[src/rtl/swp_pkg.sv]
package swp_pkg;
  localparam logic [12:0] CMD_ADDR_HI = 13'h1555;
  localparam logic [12:0] CMD_ADDR_LO = 13'h0AAA;
  localparam logic [7:0]  KEY_FIRST   = 8'hAA;
  localparam logic [7:0]  KEY_SECOND  = 8'h55;
  localparam logic [7:0]  OP_ARM      = 8'hA0;
  localparam logic [7:0]  OP_ERASE    = 8'h80;
  localparam logic [7:0]  OP_DISARM   = 8'h20;

  typedef enum logic [2:0] {
    ST_IDLE, ST_K1, ST_K2, ST_E3, ST_E4, ST_E5
  } step_e;
endpackage

[src/rtl/swp_por_timer.sv]
module swp_por_timer #(
  parameter int POR_CYCLES = 1250000
) (
  input  logic clk,
  input  logic rst,
  output logic busy
);
  localparam int CW = $clog2(POR_CYCLES + 1);
  logic [CW-1:0] cnt_q;

  always_ff @(posedge clk) begin
    if (rst)              cnt_q <= CW'(POR_CYCLES);
    else if (cnt_q != '0) cnt_q <= cnt_q - 1'b1;
  end

  assign busy = (cnt_q != '0);

  a_r10_por_counts_down: assert property (@(posedge clk) disable iff (rst)
    (cnt_q != '0) |=> (cnt_q == $past(cnt_q) - 1'b1));
endmodule

[src/rtl/swp_cmd_decoder.sv]
module swp_cmd_decoder
  import swp_pkg::*;
#(
  parameter int ADDR_W = 13,
  parameter int DATA_W = 8
) (
  input  logic              clk,
  input  logic              rst,
  input  logic              fire,
  input  logic [ADDR_W-1:0] addr,
  input  logic [DATA_W-1:0] data,
  input  logic              win_done,
  output logic              is_cmd,
  output logic              arm_done,
  output logic              disarm_done
);
  step_e step_q, step_d;
  logic at_hi, at_lo, k1, k2;

  assign at_hi = (addr == ADDR_W'(CMD_ADDR_HI));
  assign at_lo = (addr == ADDR_W'(CMD_ADDR_LO));
  assign k1    = at_hi && (data == DATA_W'(KEY_FIRST));
  assign k2    = at_lo && (data == DATA_W'(KEY_SECOND));

  always_comb begin
    step_d      = step_q;
    is_cmd      = 1'b0;
    arm_done    = 1'b0;
    disarm_done = 1'b0;
    if (fire) begin
      // default: mismatch, restart and re-match as first step
      step_d = k1 ? ST_K1 : ST_IDLE;
      is_cmd = k1;
      unique case (step_q)
        ST_IDLE: ;
        ST_K1: if (k2) begin step_d = ST_K2; is_cmd = 1'b1; end
        ST_K2: begin
          if (at_hi && data == DATA_W'(OP_ARM)) begin
            step_d = ST_IDLE; is_cmd = 1'b1; arm_done = 1'b1;
          end else if (at_hi && data == DATA_W'(OP_ERASE)) begin
            step_d = ST_E3; is_cmd = 1'b1;
          end
        end
        ST_E3: if (k1) begin step_d = ST_E4; is_cmd = 1'b1; end
        ST_E4: if (k2) begin step_d = ST_E5; is_cmd = 1'b1; end
        ST_E5: if (at_hi && data == DATA_W'(OP_DISARM)) begin
          step_d = ST_IDLE; is_cmd = 1'b1; disarm_done = 1'b1;
        end
        default: step_d = ST_IDLE;
      endcase
    end else if (win_done) begin
      step_d = ST_IDLE;
    end
  end

  always_ff @(posedge clk) begin
    if (rst) step_q <= ST_IDLE;
    else     step_q <= step_d;
  end

  a_r8_expiry_idles: assert property (@(posedge clk) disable iff (rst)
    (win_done && !fire) |=> (step_q == ST_IDLE));
  a_r7_mismatch_idles: assert property (@(posedge clk) disable iff (rst)
    (fire && !is_cmd) |=> (step_q == ST_IDLE));
endmodule

[src/rtl/swp_prot_state.sv]
module swp_prot_state (
  input  logic clk,
  input  logic rst,
  input  logic arm,
  input  logic disarm,
  input  logic win_done,
  output logic prot_q,
  output logic unlock_q
);
  // persistent flag: initial value is the shipped state, untouched by rst
  logic prot_r = 1'b0;

  always_ff @(posedge clk) begin
    if (arm)         prot_r <= 1'b1;
    else if (disarm) prot_r <= 1'b0;
  end

  always_ff @(posedge clk) begin
    if (rst)                      unlock_q <= 1'b0;
    else if (arm)                 unlock_q <= 1'b1;
    else if (disarm || win_done)  unlock_q <= 1'b0;
  end

  assign prot_q = prot_r;

  a_r2_rise_needs_arm: assert property (@(posedge clk) disable iff (rst)
    $rose(prot_r) |-> $past(arm));
  a_r6_fall_needs_disarm: assert property (@(posedge clk) disable iff (rst)
    $fell(prot_r) |-> $past(disarm));
  a_r5_unlock_within_prot: assert property (@(posedge clk) disable iff (rst)
    unlock_q |-> prot_r);
  a_r5_unlock_drop_cause: assert property (@(posedge clk) disable iff (rst)
    $fell(unlock_q) |-> $past(win_done || disarm || rst));
endmodule

[src/rtl/swp_sequencer.sv]
module swp_sequencer #(
  parameter int ADDR_W     = 13,
  parameter int DATA_W     = 8,
  parameter int POR_CYCLES = 1250000
) (
  input  logic              clk,
  input  logic              rst,
  input  logic              wr_valid,
  input  logic [ADDR_W-1:0] wr_addr,
  input  logic [DATA_W-1:0] wr_data,
  input  logic              load_win_done,
  input  logic              supply_low,
  output logic              wr_allow,
  output logic              prot_on
);
  logic por_busy, fire, is_cmd, arm_done, disarm_done;
  logic prot_q, unlock_q, allow_d;

  swp_por_timer #(.POR_CYCLES(POR_CYCLES)) u_por (
    .clk(clk), .rst(rst), .busy(por_busy));

  assign fire = wr_valid && !por_busy && !supply_low;

  swp_cmd_decoder #(.ADDR_W(ADDR_W), .DATA_W(DATA_W)) u_dec (
    .clk(clk), .rst(rst), .fire(fire), .addr(wr_addr), .data(wr_data),
    .win_done(load_win_done), .is_cmd(is_cmd), .arm_done(arm_done),
    .disarm_done(disarm_done));

  swp_prot_state u_prot (
    .clk(clk), .rst(rst), .arm(arm_done), .disarm(disarm_done),
    .win_done(load_win_done), .prot_q(prot_q), .unlock_q(unlock_q));

  assign allow_d = fire && !is_cmd && (!prot_q || unlock_q);

  always_ff @(posedge clk) begin
    if (rst) wr_allow <= 1'b0;
    else     wr_allow <= allow_d;
  end

  assign prot_on = prot_q;

  a_r1_allow_follows_write: assert property (@(posedge clk) disable iff (rst)
    wr_allow |-> $past(wr_valid));
  a_r3_cmd_not_stored: assert property (@(posedge clk) disable iff (rst)
    is_cmd |=> !wr_allow);
  a_r4_locked_blocks: assert property (@(posedge clk) disable iff (rst)
    (wr_valid && prot_q && !unlock_q) |=> !wr_allow);
  a_r10_por_blocks: assert property (@(posedge clk) disable iff (rst)
    por_busy |=> !wr_allow);
  a_r11_low_blocks: assert property (@(posedge clk) disable iff (rst)
    supply_low |=> !wr_allow);
endmodule

[config.mk]
export PLATFORM = sky130hd
export DESIGN_NAME = swp_sequencer
export DESIGN_NICKNAME = d
export VERILOG_FILES = /design/src/rtl/swp_pkg.sv /design/src/rtl/swp_por_timer.sv /design/src/rtl/swp_cmd_decoder.sv /design/src/rtl/swp_prot_state.sv /design/src/rtl/swp_sequencer.sv
export SDC_FILE = /design/constraint.sdc
export NUM_CORES = 1
export LEC_CHECK = 0
export ABC_AREA = 0
export BUFFER_PORTS_ARGS = -buffer_cell sky130_fd_sc_hd__buf_4
export CORE_ASPECT_RATIO = 1.25
export CORE_MARGIN = 2
export CORE_UTILIZATION = 35
export CTS_BUF_LIST = sky130_fd_sc_hd__clkbuf_4 sky130_fd_sc_hd__clkbuf_8
export DETAILED_ROUTE_END_ITERATION = 6
export HOLD_SLACK_MARGIN = 0.06
export SYNTH_ARGS = -nofsm -noshare
export SYNTH_HDL_FRONTEND = slang
export SYNTH_SLANG_ARGS = --single-unit
[constraint.sdc]
create_clock -name clk -period 2.5 [get_ports clk]
set_input_delay 0.5 -clock clk [delete_from_list [all_inputs] [get_ports clk]]
set_output_delay 0.5 -clock clk [all_outputs]
set_load 0.1 [all_outputs]
==> results by group <==
Logic synthesis
  • Top cells by area, synth: dfxtp_1 34%, xor2_1 8.8%, nand2b_1 5.1%
  • Dominant synthesized flop cell: dfxtp_1
  • Yosys cell types: 42
  • Flops & latches, synth: 27
  • Leading area contributor after synthesis: dfxtp_1
  • Mapped cell area: 1590 um2
  • Commonest cells post-synth: 27 x dfxtp_1, 21 x nor2_1, 16 x xor2_1
  • Async SR Flop Fraction: 0
  • Top cell type's share of synthesized area: 0.340
  • Synth warn: 0
  • Sequential area share after synthesis: 0.340
  • Mapped Cells: 192
  • Synthesized area per cell: 8.28 um2
  • Most common cell in the netlist: dfxtp_1
  • Number of synthesized flops with an enable pin: 0
  • Mapped Nets: 220

Timing
  • Final setup viols: 0
  • RSZ-0062 raised after global routing: false
  • Max frequency: 0.449 GHz
  • Endpoints failing hold: 0
  • Final slew viol count: 0
  • Skew final: 0.00735 ns
  • Final TNS setup: 0 ns
  • Worst slew pin tran: 0.511 ns
  • Minimum clock period: 2.23 ns
  • Worst rel slew slack: 0.656
  • Final worst-path cycle share: 0.892

Floorplanning
  • Core ar.: 4390 um2
  • # IOs: 28
  • Starting density of the core: 0.362
  • DIE AREA: 5100 um2
  • Die Y: 79.3 um
  • Site row count: 27
  • Width of the die: 64.3 um

Power and ir drop
  • Comb power frac: 0.154
  • Switching power: 0.219 mW
  • Clk pwr share: 0.298
  • Reg power frac: 0.548
  • Sw Share: 0.255
  • Worst IR Drop VDD: 0.183 mV
  • Overall Power: 0.860 mW
  • Leak: 0.648 nW
  • Pint: 0.641 mW
  • Pwr dens: 451 nW/um2

Layout
  • Share of layout cells above drive strength 1: 0.182
  • Non-filler instance count after layout: 278
  • Nets: 249
  • Syn-to-layout area delta: 20.0%
  • Final core utilization: 0.434
  • Cell area after layout: 1910 um2
  • Sequential cell area: 541 um2
  • Fillers: 449
  • Footprint of the multi-input gates: 990 um2
  • Antenna cell count: 0

CTS
  • # H-tree levels: 1
  • CTS clock-pin slew for the worst setup and hold paths: 0.09 ns
  • Clk_lat worst skew: 0.27 ns
  • CTS Buf Count: 3
  • Post-cts resize count: 0
  • CTS Sinks: 27
  • Hold buffers post-CTS: 0
  • CTS max path bufs: 2
  • Setup bufs post-CTS: 0
  • Root buf cell: clkbuf_8
  • CTS tree: yes

Place
  • Area post-placement: 1860 um2
  • Final GP Congestion: 0.741
  • IO Port Bufs: 27
  • Cells after DPL: 274
  • Post-DP HPWL: 2730 um

Worst hold path
  • Hold/Removal Path Class: reg -> reg

Detailed routing
  • 1st-iter DRT viols: 68
  • DR pass1 iterations: 4
  • DRT Wirelength: 3500 um
  • Vias: 1,450
  • Drt wl/cell: 12.6 um
  • Detail Route Antenna Nets: 0
  • Vias per cell: 5.22
  • # DRC: 0

Outcome
  • Status: finished clean

Run
  • Max_cap viols: 0

Global route
  • First-pass GRT wire length: 6110 um
  • Vias in the first global route: 1,426
  • Tot GR Track Use: 0.149
  • Initial antenna violation count: 0
  • GRT overflow: 0
  • Pin count of the biggest net entering global routing: 30

Critical path
  • Critical path startpoint category: register
  • Crit-path slowest cell: or4_1
  • CP arrival: 2.39 ns
  • CP max stage delay: 0.63 ns
  • Critical Path RT: 2.66 ns
  • CP Buf/Inv Count: 0
  • Cell Chain, Critical Path: or4_1 > or2_4 > or3_4 > o31ai_1 > o21ai_1
  • Crit Path Category: reg -> reg
  • Maximum fanout along the worst path: 13
  • Crit path max-delay family: simple AND/OR/NAND/NOR gates
  • Crit. End Element: register
-- stage by stage --
stage / setup WS (ns) / hold WS [ns]
final: 0.271 / 0.474
after global routing: 0.151 / 0.509
after detailed placement: 0.287 / 0.463
after global placement: 0.343 / 0.462
after CTS: 0.280 / 0.477
after floorplan: 0.365 / 0.443
-- placed cells by master (no fill, tap or decap), types with 4 or more instances in the layout --
cell / count
nor4b_1: 4
nand2b_1: 13
buf_4: 31
o21ai_0: 10
a211oi_1: 4
nor2_1: 21
xor2_1: 16
nor3_1: 13
nand3_1: 7
a21oi_1: 4
nor4_1: 8
or4_1: 4
nor4bb_1: 4
dfxtp_1: 27
nand4_1: 9
inv_1: 6
-- metal layers --
layer / vias up / routed length [um] / GRT usage
met3: 4 / 126 / 0.0255
met5: - / 0 / 0
met1: 644 / 1590 / 0.179
li1: 772 / - / -
met2: 30 / 1730 / 0.264
met4: 0 / 55 / 0.0532
-- area by class of cell --
type	count	share of cell area
Clock buffer	4	0.0256
Sequential cell	27	0.283
Timing Repair Buffer	31	0.122
Tap cell	58	0.0381
Inverter	6	0.0118
Multi-Input combinational cell	152	0.519
-- worst min-delay path: cells and delay by family, from the launching register on --
kind	cells	cell delay [ns]
AO/OA/AOI/OAI	1	0.06
AND/OR/NAND/NOR	1	0.04
flip-flops	1	0.33
-- cells by family after synthesis --
kind of cell / count (synthesis) / share of synthesized area
flip-flops: 27 / 0.340
AO/OA/AOI/OAI: 30 / 0.123
XOR/XNOR: 17 / 0.0937
buffers and inverters: 13 / 0.0370
adder cells (fa/ha/maj): 2 / 0.0157
AND/OR/NAND/NOR: 103 / 0.391
-- path summary, 6_finish.rpt --
check                               startpoint               to  slack, ns  depth (start not counted)
worst max-delay path            u_por.cnt_q[4]  u_prot.unlock_q       0.27                          5
worst min register to register   u_prot.prot_q    u_prot.prot_q       0.47                          2
worst min-delay path             u_prot.prot_q    u_prot.prot_q       0.47                          2
worst max register to register  u_por.cnt_q[4]  u_prot.unlock_q       0.27                          5
-- flip-flops by register name (all words and copies together), names as in the netlist --
name	count
u_dec.step_q	3
u_por.cnt_q	21
u_prot.prot_q	1
u_prot.unlock_q	1
wr_allow	1
-- power by group through the flow --
stage / Clock (mW) / Combinational, mW / Sequential [mW]
after floorplan: 0 / 0.0733 / 0.476
after global placement: 0 / 0.134 / 0.480
after detailed placement: 0 / 0.133 / 0.481
after CTS: 0.263 / 0.134 / 0.471
after global routing: 0.280 / 0.148 / 0.476
final: 0.256 / 0.133 / 0.471
Note: power is estimated with default switching activity, not from simulation.
